**src/rtl/emt_pkg.sv**
```systemverilog
package emt_pkg;

  typedef enum logic {
    ST_IDLE = 1'b0,
    ST_RUN  = 1'b1
  } emt_state_e;

  function automatic int unsigned ceil_div(input int unsigned n, input int unsigned d);
    return (n + d - 1) / d;
  endfunction

endpackage

```
**src/rtl/emt_ppbank.sv**
```systemverilog
// One pass of partial-product accumulation: CHUNK gated, shifted copies of
// the (already pre-shifted) multiplicand are added to the running sum.
module emt_ppbank #(
  parameter int unsigned WIDTH = 32,
  parameter int unsigned CHUNK = 11
) (
  input  logic [WIDTH-1:0] mcand_i,
  input  logic [CHUNK-1:0] chunk_i,
  input  logic [WIDTH-1:0] acc_i,
  output logic [WIDTH-1:0] sum_o
);

  logic [WIDTH-1:0] pp [CHUNK];

  generate
    for (genvar gi = 0; gi < CHUNK; gi++) begin : g_row
      assign pp[gi] = chunk_i[gi] ? (mcand_i << gi) : '0;
    end
  endgenerate

  always_comb begin
    sum_o = acc_i;
    for (int i = 0; i < CHUNK; i++) begin
      sum_o = sum_o + pp[i];
    end
  end

endmodule

```
**src/rtl/emt_operands.sv**
```systemverilog
// Operand registers: the multiplicand moves up by one chunk per pass and the
// multiplier moves down, so each pass sees its chunk at bit 0.
module emt_operands #(
  parameter int unsigned WIDTH = 32,
  parameter int unsigned CHUNK = 11
) (
  input  logic             clk,
  input  logic             rst_n,
  input  logic             load_i,
  input  logic             step_i,
  input  logic [WIDTH-1:0] mcand_i,
  input  logic [WIDTH-1:0] mplr_i,
  output logic [WIDTH-1:0] mcand_o,
  output logic [CHUNK-1:0] chunk_o,
  output logic             rest_zero_o
);

  logic [WIDTH-1:0] mcand_q;
  logic [WIDTH-1:0] mplr_q;

  always_ff @(posedge clk) begin
    if (!rst_n) begin
      mcand_q <= '0;
      mplr_q  <= '0;
    end else if (load_i) begin
      mcand_q <= mcand_i;
      mplr_q  <= mplr_i;
    end else if (step_i) begin
      mcand_q <= mcand_q << CHUNK;
      mplr_q  <= mplr_q >> CHUNK;
    end
  end

  assign mcand_o     = mcand_q;
  assign chunk_o     = mplr_q[CHUNK-1:0];
  assign rest_zero_o = ((mplr_q >> CHUNK) == '0);

  // with neither load nor step from control, operands stay frozen
  p_frozen_r7: assert property (@(posedge clk) disable iff (!rst_n)
    (!load_i && !step_i) |=> ($stable(mcand_q) && $stable(mplr_q)));

endmodule

```
**src/rtl/emt_ctrl.sv**
```systemverilog
// Handshake and pass sequencing.
module emt_ctrl
  import emt_pkg::*;
#(
  parameter int unsigned NCHUNK = 3
) (
  input  logic clk,
  input  logic rst_n,
  input  logic start_i,
  input  logic rest_zero_i,
  output logic load_o,
  output logic step_o,
  output logic finish_o,
  output logic busy_o,
  output logic done_o
);

  localparam int unsigned CW = $clog2(NCHUNK + 1);

  emt_state_e    state_q;
  logic [CW-1:0] cnt_q;
  logic          done_q;

  assign busy_o   = (state_q == ST_RUN);
  assign load_o   = start_i && (state_q == ST_IDLE);
  assign step_o   = busy_o;
  assign finish_o = busy_o && (rest_zero_i || (cnt_q == CW'(NCHUNK - 1)));
  assign done_o   = done_q;

  always_ff @(posedge clk) begin
    if (!rst_n) begin
      state_q <= ST_IDLE;
      cnt_q   <= '0;
      done_q  <= 1'b0;
    end else begin
      done_q <= finish_o;
      case (state_q)
        ST_IDLE: if (load_o) begin
          state_q <= ST_RUN;
          cnt_q   <= '0;
        end
        ST_RUN: if (finish_o) state_q <= ST_IDLE;
                else          cnt_q   <= cnt_q + 1'b1;
        default: state_q <= ST_IDLE;
      endcase
    end
  end

  p_accept_r2: assert property (@(posedge clk) disable iff (!rst_n)
    (start_i && !busy_o) |=> busy_o);

  p_bound_r5: assert property (@(posedge clk) disable iff (!rst_n)
    busy_o |-> (cnt_q < CW'(NCHUNK)));

  p_done_pulse_r6: assert property (@(posedge clk) disable iff (!rst_n)
    done_o |=> !done_o);

  p_done_after_busy_r6: assert property (@(posedge clk) disable iff (!rst_n)
    $fell(busy_o) |-> done_o);

  p_done_not_busy_r6: assert property (@(posedge clk) disable iff (!rst_n)
    done_o |-> !busy_o);

endmodule

```
**src/rtl/emt_mul.sv**
```systemverilog
module emt_mul
  import emt_pkg::*;
#(
  parameter int unsigned WIDTH = 32,
  parameter int unsigned CHUNK = 11
) (
  input  logic             clk,
  input  logic             rst_n,
  input  logic             start_i,
  input  logic [WIDTH-1:0] mcand_i,
  input  logic [WIDTH-1:0] mplr_i,
  output logic             busy_o,
  output logic             done_o,
  output logic [WIDTH-1:0] result_o
);

  localparam int unsigned NCHUNK = ceil_div(WIDTH, CHUNK);

  logic             load, step, finish, rest_zero;
  logic [WIDTH-1:0] mcand_sh, sum;
  logic [CHUNK-1:0] chunk;
  logic [WIDTH-1:0] acc_q, result_q;

  emt_ctrl #(.NCHUNK(NCHUNK)) u_ctrl (
    .clk(clk), .rst_n(rst_n), .start_i(start_i), .rest_zero_i(rest_zero),
    .load_o(load), .step_o(step), .finish_o(finish),
    .busy_o(busy_o), .done_o(done_o)
  );

  emt_operands #(.WIDTH(WIDTH), .CHUNK(CHUNK)) u_ops (
    .clk(clk), .rst_n(rst_n), .load_i(load), .step_i(step),
    .mcand_i(mcand_i), .mplr_i(mplr_i),
    .mcand_o(mcand_sh), .chunk_o(chunk), .rest_zero_o(rest_zero)
  );

  emt_ppbank #(.WIDTH(WIDTH), .CHUNK(CHUNK)) u_bank (
    .mcand_i(mcand_sh), .chunk_i(chunk), .acc_i(acc_q), .sum_o(sum)
  );

  always_ff @(posedge clk) begin
    if (!rst_n) begin
      acc_q    <= '0;
      result_q <= '0;
    end else begin
      if (load)        acc_q <= '0;
      else if (step)   acc_q <= sum;
      if (finish)      result_q <= sum;
    end
  end

  assign result_o = result_q;

  // the result changes only on the edge that raises done
  p_result_hold_r8: assert property (@(posedge clk) disable iff (!rst_n)
    !done_o |-> $stable(result_o));

endmodule

```
**config.mk**
```make
export PLATFORM = sky130hd
export DESIGN_NAME = emt_mul
export DESIGN_NICKNAME = d
export VERILOG_FILES = /design/src/rtl/emt_pkg.sv /design/src/rtl/emt_ppbank.sv /design/src/rtl/emt_operands.sv /design/src/rtl/emt_ctrl.sv /design/src/rtl/emt_mul.sv
export SDC_FILE = /design/constraint.sdc
export NUM_CORES = 1
export LEC_CHECK = 0
export ABC_AREA = 1
export BUFFER_PORTS_ARGS = -buffer_cell sky130_fd_sc_hd__buf_2
export CAP_MARGIN = 10
export CELL_PAD_IN_SITES_DETAIL_PLACEMENT = 0
export CELL_PAD_IN_SITES_GLOBAL_PLACEMENT = 1
export CORE_MARGIN = 8
export CORE_UTILIZATION = 45
export CTS_CLUSTER_DIAMETER = 200
export DETAILED_ROUTE_END_ITERATION = 8
export GPL_TIMING_DRIVEN = 1
export PLACE_DENSITY_LB_ADDON = 0.25
export REMOVE_ABC_BUFFERS = 1
export SETUP_SLACK_MARGIN = 0.15
export SKIP_LAST_GASP = 1
export SLEW_MARGIN = 20
export SYNTH_ARGS = -nofsm -noshare
export SYNTH_HDL_FRONTEND = slang
export SYNTH_SLANG_ARGS = --single-unit
```
**constraint.sdc**
```tcl
create_clock -name clk -period 8.45 [get_ports clk]
set_input_delay 0.4225 -clock clk [delete_from_list [all_inputs] [get_ports clk]]
set_output_delay 0.4225 -clock clk [all_outputs]
set_load 0.03 [all_outputs]
```
==> results.txt <==
Core Box Area: 33280 um^2
Hold path depth: 3
Crit path max fanout: 24
# DRC: 0
R2r startpoint: u_ops.mplr_q[9]
Crit Path Class: flop to flop
Final Hold Fails: 0
Antenna diodes: 0
WL/cell: 17.02 um
Worst path slowest cell: dfxtp_1
Worst-path clk slew: 0.07 ns
# resized after CTS: 0
Clock Skew: 0.01583 ns
TritonCTS clock tree: yes
Predominant post-synthesis flop cell: dfxtp_1
P_leak: 8.605 nW
Post-DRT Antenna Nets: 0
# fillers: 3417
Starting Density: 0.4529
Status: finished clean
Cell count after placement: 2521
Final Setup Violations: 0
Drt total wl: 43.43 mm
Distinct cells, synth: 40
Yosys top cell area share: 0.3333
Post-DP HPWL: 32.77 mm
Max stage delay on crit path: 1.02 ns
Initial DRC Count: 840
Worst EP arrival: 6.00 ns
Yosys Warn Count: 0
GPL Wtd Cong: 0.9052
Chip height: 199.0 um
Number of global-route vias before repair: 13310
Post-CTS Setup Bufs: 0
Worst Path Required: 8.79 ns
Antenna violations before repair: 1
Hold Slack: 0.2120 ns
Vias: 12700
Total congestion overflow: 0
Register area share after synthesis: 0.1753
Fin nets: 2456
Slew @ Worst Pin: 1.074 ns
Hold-fix buffer count after cts: 0
Period minus WS final: 5.664 ns
I/O pins: 101
Die extent in x: 199.0 um
Row count: 67
Most frequent cells after synthesis: 649 x nand2_1, 492 x inv_1, 251 x fa_1
Reg area: 2644 um^2
Hold WC Path Type: input port to flop
Synth Instances: 2062
Layout cells sized above 1: 0.08080
Clock sink total: 132
Layout Area Growth over Synthesis: 8.566%
Reg2reg path depth: 18
Avg Cell Area, Syn: 7.311 um^2
Post-synth EDFFs: 0
CTS buffer count: 17
Area contributors post-synth: fa_1 33%, dfxtp_1 18%, nand2_1 16%
Crit path capture type: flop
R2R Setup Slk: 2.79 ns
P per Cell Area: 120.9 nW/um^2
Post-synthesis register bit count: 132
Setup repair after global routing missed its margin: no
Reg-to-reg endpoint: acc_q[18]
First-pass GRT wire length: 71.28 mm
Hold path startpoint: mplr_i[30]
Root Buffer: clkbuf_16
GRT Overall Usage: 0.2321
Crit-path cells: nand2_1, fa_1, inv_1, fa_1, fa_1, fa_1, inv_1, fa_1, inv_1, ha_1, a21oi_1, o21ai_1, a21oi_1, o21ai_2, xnor2_1, nand2_1, o211ai_1, inv_1
Maximum vdd ir drop: 0.1564 mV
CP Launch Type: flop
Die area: 39610 um^2
Worst skew pair latency: 0.46 ns
Max Clk Rate: 176.6 MHz
Via density: 4.978
Non-Filler Instances: 2552
CTS HTree Levels: 4
Post-Syn Area: 15070 um^2
Worst slack, placed: 2.742 ns
Dominant cell type by area after synthesis: fa_1
Fin. max-slew vios: 0
Port bufs: 100
Period utilization: 0.6702
Synth async-reset ratio: 0
Max Cap Viol: 0
Most frequent cell after synthesis: nand2_1
Setup TNS: 0 ns
CP dominant cell by count: fa_1
Largest net degree at the start of global routing: 76
Setup WS post-layout: 2.786 ns
DRT Pass-1 Iters: 6
Hold Path End: u_ops.mplr_q[30]
Clock Tree Buf Depth: 2
Rel. slew slack: 0.2828
Multi-input logic area: 10130 um^2
==> layer usage <==
metal  vias to the layer above  routed length [um]  track usage  share of wire
met5                         -                  10            0        0.00023
met4                         2                 716      0.05764          0.016
met3                        51                2466      0.04162          0.057
met2                       341               19480       0.3719           0.45
met1                      6225               20760       0.3214           0.48
li1                       6085                   -            -              -
==> metrics by stage <==
stage                     power [W]  utilization  cell area, um^2
final                      0.001978       0.4917            16370
after floorplan            0.001072            -            14640
after detailed placement   0.001266       0.4754            15820
after CTS                  0.001996       0.4917            16370
after global routing       0.002103       0.4917            16370
after global placement     0.001255       0.4754            15820
==> worst max-delay path by stage <==
stage / endpoint / slack [ns] / from / depth (start not counted)
6_report: acc_q[18] / 2.79 / u_ops.mplr_q[9] / 18
5_1_grt: acc_q[15] / 2.47 / u_ops.mplr_q[9] / 18
4_1_cts: acc_q[26] / 2.73 / u_ops.mplr_q[9] / 21
3_5_place_dp: acc_q[26] / 2.74 / u_ops.mplr_q[9] / 21
3_3_place_gp: acc_q[31] / 2.77 / u_ops.mplr_q[9] / 21
2_1_floorplan: acc_q[17] / 3.49 / u_ops.mplr_q[3] / 18
==> cells by family (layout without fill, tap and decap cells) <==
group / count (synthesis) / in the layout / share of synthesized area
adder cells (fa/ha/maj): 297 / 297 / 0.3715
XOR/XNOR: 14 / 14 / 0.008134
AND/OR/NAND/NOR: 848 / 848 / 0.2276
AO/OA/AOI/OAI: 169 / 169 / 0.06449
flip-flops: 132 / 132 / 0.1753
buffers and inverters: 602 / 644 / 0.1530
==> layout by cell type (no fill, tap or decap), types with 25 or more instances in the layout <==
cell / n
a21oi_1: 88
buf_2: 100
dfxtp_1: 131
fa_1: 251
ha_1: 46
inv_1: 491
nand2_1: 649
nand3_1: 88
nor2_1: 68
o211ai_1: 25
o21ai_0: 32
==> power by group <==
group / internal [W] / leakage, nW / switching, W
combinational: 0.000181 / 7.26 / 0.000352
clock: 0.000383 / 0.267 / 0.000342
sequential: 0.000658 / 1.08 / 0.0000616
==> layout make-up <==
cell class              instances  area share
clock buffers                  17     0.02599
clock inverters                14    0.007339
inverters                     498      0.1142
multi-input cells            1328      0.6192
flip-flops and latches        132      0.1615
well taps                     448     0.03425
repair buffers                115     0.03746
==> flip-flops by register name, indices dropped and copies added (netlist names) <==
name	flops
u_ops.mplr_q	32
u_ops.mcand_o	32
result_o	32
acc_q	32
u_ctrl.cnt_q	2
u_ctrl.done_o	1
u_ctrl.busy_o	1
==> critical path: cells and delay by family (launching register included) <==
kind,cells,cell delay (ns)
adders and majority gates,6,2.79
DFF,1,1.02
AOI/OAI and AO/OA,5,0.82
xor gates and xnor gates,1,0.40
and+or+nand+nor,2,0.31
buffers and inverters,4,0.20
Note: power is estimated with default switching activity, not from simulation.
